### src/rtl/pkreg_pkg.sv
package pkreg_pkg;
  localparam int NREG = 3;
  // register size in bytes and byte offset from the block base
  localparam int REG_BYTES [NREG] = '{1, 1, 2};
  localparam int REG_OFF   [NREG] = '{0, 1, 2};

  function automatic int lane_lsb(input int idx, input int bus_bytes);
    return (REG_OFF[idx] % bus_bytes) * 8;
  endfunction

  function automatic int reg_width(input int idx);
    return REG_BYTES[idx] * 8;
  endfunction
endpackage

### src/rtl/pk_decode.sv
module pk_decode #(
  parameter int ADDR_W = 8,
  parameter int LANE_BITS = 2,
  parameter logic [ADDR_W-1:0] OFFSET = '0
) (
  input  logic [ADDR_W-1:0] address,
  input  logic              wr_stb,
  input  logic              rd_stb,
  output logic              wr_valid,
  output logic              rd_valid
);
  logic sel;
  // compare the word index only; byte-lane bits are don't-care
  assign sel      = (address[ADDR_W-1:LANE_BITS] == OFFSET[ADDR_W-1:LANE_BITS]);
  assign wr_valid = sel & wr_stb;
  assign rd_valid = sel & rd_stb;
endmodule

### src/rtl/pk_lane_reg.sv
module pk_lane_reg #(
  parameter int BUS_W = 32,
  parameter int W = 8,
  parameter int LSB = 0
) (
  input  logic             clk,
  input  logic             rst,
  input  logic             wr_valid,
  input  logic             rd_valid,
  input  logic [BUS_W-1:0] wr_data,
  input  logic [BUS_W-1:0] wr_mask,
  output logic [BUS_W-1:0] rd_lane,
  output logic [BUS_W-1:0] image
);
  logic [W-1:0] q;
  logic [W-1:0] d_slice, m_slice;

  assign d_slice = wr_data[LSB +: W];
  assign m_slice = wr_mask[LSB +: W];

  always_ff @(posedge clk) begin
    if (rst) begin
      q <= '0;
    end else if (wr_valid) begin
      q <= (d_slice & m_slice) | (q & ~m_slice);
    end
  end

  assign image   = BUS_W'(q) << LSB;
  assign rd_lane = rd_valid ? image : '0;
endmodule

### src/rtl/pk_read_merge.sv
module pk_read_merge #(
  parameter int BUS_W = 32,
  parameter int N = 3
) (
  input  logic                      clk,
  input  logic                      rst,
  input  logic [N-1:0][BUS_W-1:0]   lanes,
  output logic [BUS_W-1:0]          rd_data
);
  logic [BUS_W-1:0] merged;

  always_comb begin
    merged = '0;
    for (int i = 0; i < N; i++) merged = merged | lanes[i];
  end

  always_ff @(posedge clk) begin
    if (rst) rd_data <= '0;
    else     rd_data <= merged;
  end
endmodule

### src/rtl/pk_regblock.sv
module pk_regblock #(
  parameter int BUS_W = 32,
  parameter int ADDR_W = 8,
  parameter logic [ADDR_W-1:0] BASE_ADDR = '0
) (
  input  logic              clk,
  input  logic              rst,
  input  logic [ADDR_W-1:0] address,
  input  logic              wr_stb,
  input  logic              rd_stb,
  input  logic [BUS_W-1:0]  wr_data,
  input  logic [BUS_W-1:0]  wr_mask,
  output logic [BUS_W-1:0]  rd_data
);
  import pkreg_pkg::*;

  localparam int BUS_BYTES = BUS_W / 8;
  localparam int LANE_BITS = $clog2(BUS_BYTES);

  logic [NREG-1:0][BUS_W-1:0] rd_lanes;
  logic [NREG-1:0][BUS_W-1:0] images;
  logic [BUS_W-1:0]           reg_image;

  for (genvar i = 0; i < NREG; i++) begin : g_reg
    localparam logic [ADDR_W-1:0] OFF = ADDR_W'(int'(BASE_ADDR) + REG_OFF[i]);
    logic wv, rv;

    pk_decode #(.ADDR_W(ADDR_W), .LANE_BITS(LANE_BITS), .OFFSET(OFF)) u_dec (
      .address (address),
      .wr_stb  (wr_stb),
      .rd_stb  (rd_stb),
      .wr_valid(wv),
      .rd_valid(rv)
    );

    pk_lane_reg #(.BUS_W(BUS_W), .W(reg_width(i)), .LSB(lane_lsb(i, BUS_BYTES))) u_reg (
      .clk     (clk),
      .rst     (rst),
      .wr_valid(wv),
      .rd_valid(rv),
      .wr_data (wr_data),
      .wr_mask (wr_mask),
      .rd_lane (rd_lanes[i]),
      .image   (images[i])
    );
  end

  always_comb begin
    reg_image = '0;
    for (int i = 0; i < NREG; i++) reg_image = reg_image | images[i];
  end

  pk_read_merge #(.BUS_W(BUS_W), .N(NREG)) u_merge (
    .clk    (clk),
    .rst    (rst),
    .lanes  (rd_lanes),
    .rd_data(rd_data)
  );
endmodule

### config.mk
export PLATFORM = sky130hd
export DESIGN_NAME = pk_regblock
export DESIGN_NICKNAME = d
export VERILOG_FILES = /design/src/rtl/pkreg_pkg.sv /design/src/rtl/pk_decode.sv /design/src/rtl/pk_lane_reg.sv /design/src/rtl/pk_read_merge.sv /design/src/rtl/pk_regblock.sv
export SDC_FILE = /design/constraint.sdc
export NUM_CORES = 1
export LEC_CHECK = 0
export ABC_AREA = 1
export ABC_CLOCK_PERIOD_IN_PS = 2800
export BUFFER_PORTS_ARGS = -buffer_cell sky130_fd_sc_hd__buf_2
export CAP_MARGIN = 40
export CORE_UTILIZATION = 40
export CTS_CLUSTER_SIZE = 16
export DETAILED_ROUTE_END_ITERATION = 8
export PLACE_DENSITY = 0.71
export SYNTH_ARGS = -nofsm -noshare
export SYNTH_HDL_FRONTEND = slang
export SYNTH_SLANG_ARGS = --single-unit
### constraint.sdc
create_clock -name clk -period 2.8 [get_ports clk]
set_input_delay 0.42 -clock clk [delete_from_list [all_inputs] [get_ports clk]]
set_output_delay 0.42 -clock clk [all_outputs]
set_load 0.02 [all_outputs]
==> results.toml, run 1 <==
[outcome]
status = "finished clean"

[drt]
drtIter0Drc = 132
dr.pass1.iters = 4
wl_per_cell_um = 10.36
viasPerCell = 4.342
drc_errors = 0
ant_nets = 0
wl_mm = 5.822
num_vias = 2440

[clocking]
cts_setup_buffers = 0
clock_sinks = 64
cts_tree = "built"
cts_resized = 0
clkTransAtPathRegs_ps = 70
htreeDepth = 3
clk_latency_ps = 320
hold_buffers = 0
cts_buffer_depth = 2
cts_buffers = 9
cts-root-buf = "clkbuf_8"

[synthesis]
muxShareOfSynthArea_pct = 0
synth-adder-area-share_pct = 0
synth_xor_area_share_pct = 0
yosys.area.top_type = "dfxtp_1"
netlist_top_cells_count = "nor2_1 (131), inv_1 (98), dfxtp_1 (64)"
synth.ff_latch_count = 64
yosysWarnings = 0
synth_top_area_share_pct = 50.05
yosys.area_share.simple_pct = 32.75
ys_async_sr_fraction_pct = 0
syn_inst = 377
synth_compound_area_share_pct = 0
synth_area_leaders = "dfxtp_1 (50%), nor2_1 (19%), inv_1 (14%), nand4_1 (8.1%), nand2_1 (4.8%)"
syn_area_um2 = 2560
synth_edf_count = 0
synth.avg_cell_area_um2 = 6.790
syn_nets = 453
synth_seq_area_share_pct = 50.05
yosysMostFrequentCell = "nor2_1"
synth-main-ff-cell = "dfxtp_1"
yosys.cell_types.count = 10
synth_top_family_by_area = "simple AND/OR/NAND/NOR gates"

[power_and_ir_drop]
leakage_nw = 1.771
power.density_nw_per_um2 = 562.7
irDropWorstVdd_uv = 263.4

[grt]
antenna_found_initial = 0
grt_max_degree = 33
grt_pass1_wl_mm = 9.239
use_met3_pct = 4.000
overflow = 0
grt_pass1_vias = 2099
gr-usage-met1_pct = 21.71
grt.met2_usage_pct = 31.82
grt_usage_pct = 18.57
gr-max-usage-layer = "met2"

[die]
core_area_um2 = 6061
start_util_pct = 42.24
boundaryPins = 108
fp.dieW_um = 82
die_h_um = 82
fp.dieArea_um2 = 6724
num_rows = 28

[sta]
fin_tns_setup_ps = 0
fmax_mhz = 630.1
fin_ws_ps = 1213
skew_ps = 6.644
slew_headroom_pct = 59.50
worst_pin_slew_ps = 606.1
setup_viol = 0
maxSlewViolCount = 0
finalHoldViolCount = 0
finalCritPeriodShare_pct = 56.68
rsz0062_at_grt = "no"
min_period_ps = 1587

[final_layout]
drive_gt1_share_pct = 25.87
antenna_cells = 0
syn_to_final_growth_pct = 31.72
layout.nets = 559

[setup_path]
cp.required_ps = 3050
cp-startpoint = "address[7]"
critPathKind = "input pin to register"
path_max_fanout = 20
endpoint_kind = "register"
cp_data_arrival_time_ps = 1840
critPathLaunchType = "input pin"
reg2reg_depth = 2
r2r_setup_slack_ps = 2220

[worst_hold_path]
hold_path.class = "input pin to register"
hold_start = "wr_mask[5]"

[placed_design]
place_ws_ps = 845.6
hpwl_mm = 4.061
port_buffers = 105
finalWeightedCongestion = 0.8254

[flow_run]
drv_cap = 0
==> cells by family after synthesis <==
kind of cell,Yosys count
flops,64
buf+inv,114
simple gates,199
==> cell type report <==
type / count / area [um^2]
Clock buffer: 12 / 155.1
Clock inverter: 3 / 65.06
Fill cell: 600 / 2689
Inverter: 98 / 367.9
Multi-Input combinational cell: 199 / 838.3
Sequential cell: 64 / 1281
Tap cell: 75 / 93.84
Timing Repair Buffer: 111 / 570.5
==> cell usage in the layout (no fill, tap or decap), drive strengths merged <==
| master | n |
|---|---|
| nand3 | 1 |
| inv | 98 |
| nand4 | 33 |
| dfxtp | 64 |
| nor2 | 132 |
| clkinv | 1 |
| buf | 111 |
| nand2 | 33 |
| clkbuf | 12 |
| bufinv | 2 |
==> critical path, stage by stage <==
cell     delay [ps]
buf_2            90
nor2_1          140
nand4_1         490
buf_4           420
nor2_1          110
nor2_1           50
nor2_1          110
==> worst min path at each step <==
stage,slack [ps],cells past startpoint,end
4_1_cts,380,4,register
3_5_place_dp,420,2,u_merge.rd_data[4]
5_1_grt,410,4,register
2_1_floorplan,410,2,u_merge.rd_data[0]
6_report,390,4,register
3_3_place_gp,410,2,u_merge.rd_data[20]
==> per-stage QoR <==
stage          total power, mW  util, %  instances  hold slack, ps  cell area, um^2
3_5_place_dp             1.047    52.00        547           416.7             3152
2_1_floorplan           0.9812        -        377           408.7             2560
5_1_grt                  1.972    55.64        562           407.5             3372
3_3_place_gp             1.046    52.00        547           413.1             3152
6_report                 1.898    55.64        562           393.9             3372
4_1_cts                  1.923    55.64        562           378.9             3372
==> where the power goes <==
group	internal, mW	switching (mW)	total, mW	leakage [nW]
registers	0.912	0.000907	0.913	0.515
clock network	0.544	0.326	0.871	0.112
logic	0.0529	0.0611	0.114	1.14
total	1.51	0.388	1.90	1.77
==> routing by layer <==
layer | vias to the layer above | share of wire [%]
met4 | 0 | 1.7
met3 | 10 | 5.8
met2 | 76 | 49
met5 | - | 0
li1 | 1303 | -
met1 | 1051 | 44
Power figures use the tool's default switching activity.
==> inputs of run 2 (changes only) <==
--- a/config.mk
+++ b/config.mk
@@ -6,7 +6,7 @@
 export NUM_CORES = 1
 export LEC_CHECK = 0
 export ABC_AREA = 1
-export ABC_CLOCK_PERIOD_IN_PS = 2800
+export ABC_CLOCK_PERIOD_IN_PS = 1600
 export BUFFER_PORTS_ARGS = -buffer_cell sky130_fd_sc_hd__buf_2
 export CAP_MARGIN = 40
 export CORE_UTILIZATION = 40
==> constraint.sdc (replaced) <==
create_clock -name clk -period 1.6 [get_ports clk]
set_input_delay 0.24 -clock clk [delete_from_list [all_inputs] [get_ports clk]]
set_output_delay 0.24 -clock clk [all_outputs]
set_load 0.02 [all_outputs]
==> results.toml, run 2 (synthesis results as in run 1) <==
[sta]
min_period_ps = 1042
finalHoldViolCount = 0
setup_viol = 0
finalCritPeriodShare_pct = 65.15
worst_pin_slew_ps = 271.5
maxSlewViolCount = 0
skew_ps = 7.758
rsz0062_at_grt = "no"
fin_tns_setup_ps = 0
fmax_mhz = 959.4
slew_headroom_pct = 81.90

[worst_hold_path]
hold_path.class = "input pin to register"
hold_depth = 4
hold_start = "wr_mask[3]"

[clocking]
clock_sinks = 64
htreeDepth = 3
cts-root-buf = "clkbuf_8"
cts_buffer_depth = 2
cts_resized = 0
cts_tree = "built"
clk_latency_ps = 320
hold_buffers = 0
clkTransAtPathRegs_ps = 70
cts_setup_buffers = 0
cts_buffers = 9

[grt]
use_met3_pct = 3.556
grt.met2_usage_pct = 33.80
grt_usage_pct = 18.75
grt_max_degree = 25
gr-max-usage-layer = "met2"
overflow = 0
antenna_found_initial = 0
grt_pass1_vias = 2289
grt_pass1_wl_mm = 9.487
gr-usage-met1_pct = 21.35

[final_layout]
syn_to_final_growth_pct = 33.87
layout.nets = 563
antenna_cells = 0
drive_gt1_share_pct = 26.42
layout_common_cells = "nor2_1 (131), buf_2 (105), inv_1 (98)"
layout_commonest_cell = "nor2_1"
utilization_pct = 56.54
num-fill-cells = 611

[die]
die_h_um = 82
boundaryPins = 108
num_rows = 28
fp.dieW_um = 82
start_util_pct = 42.24
core_area_um2 = 6061
fp.dieArea_um2 = 6724

[drt]
wl_per_cell_um = 10.29
drc_errors = 0
drtIter0Drc = 43
num_vias = 2466
dr.pass1.iters = 4
viasPerCell = 4.349
wl_mm = 5.836
ant_nets = 0

[setup_path]
path_max_fanout = 1
cp_data_arrival_time_ps = 800
crit_cells = 1
critPathLaunchType = "register"
cp_cell_sequence = "buf_2"
cpMaxStageDelayCell = "dfxtp_1"
cp.required_ps = 1360
reg2reg_depth = 2
cp-startpoint = "u_merge.rd_data[7]"
endpoint_kind = "primary output"
critPathKind = "register to primary output"
critical_path_buf_inv_count = 1
slowest_delay_ps = 330
cp_top_family = "flip-flops"

[placed_design]
hpwl_mm = 4.214
finalWeightedCongestion = 0.8044
port_buffers = 105

[power_and_ir_drop]
leakage_nw = 1.797
power.density_nw_per_um2 = 988.0
irDropWorstVdd_uv = 573.1
finalPower_mw = 3.386

[flow_run]
drv_cap = 0

[outcome]
status = "finished clean"
run 2: cell count changes in the layout (fill, tap and decap cells not counted):
cell | previous run | this run
clkbuf_8 | 11 | 12
clkinv_2 | 1 | 0
buf_12 | 0 | 1
buf_4 | 6 | 9
clkbuf_1 | 1 | 2
run 2: routing by layer:
layer  vias to the layer above  share of wire (%)  routed length [um]
met2                        61                 50                2905
met1                      1085                 44                2583
met4                         0                1.7                 100
met5                         -                  0                   0
met3                         8                4.2                 248
li1                       1312                  -                   -
run 2: final cells by class:
class | instances | area (um^2) | share of cell area [%]
clock buffers | 14 | 172.7 | 5.038
repair buffers | 115 | 613.1 | 17.89
well taps | 75 | 93.84 | 2.738
flip-flops and latches | 64 | 1281 | 37.39
inverters | 98 | 367.9 | 10.73
multi-input cells | 199 | 838.3 | 24.46
clock inverters | 2 | 60.06 | 1.752
run 2: stage by stage:
step	worst slack [ps]	std cells	hold slack (ps)	cell area (um^2)
floorplan	557.5	377	408.7	2560
global placement	323.1	551	412.4	3194
detailed placement	297.7	551	415.6	3194
CTS	545.9	567	210.3	3427
global route	512.6	567	231.7	3427
finish	557.6	567	220.3	3427
run 2: final timing paths:
path	slack, ps	end
setup / recovery	560	rd_data[7]
hold / removal	220	register
setup reg to reg	1030	register
hold reg to reg	420	u_merge.rd_data[24]
run 2: power breakdown:
part,total (mW),switching [mW],internal [mW]
Combinational,0.206,0.108,0.0971
Sequential,1.60,0.00156,1.60
Clock,1.58,0.575,1.01
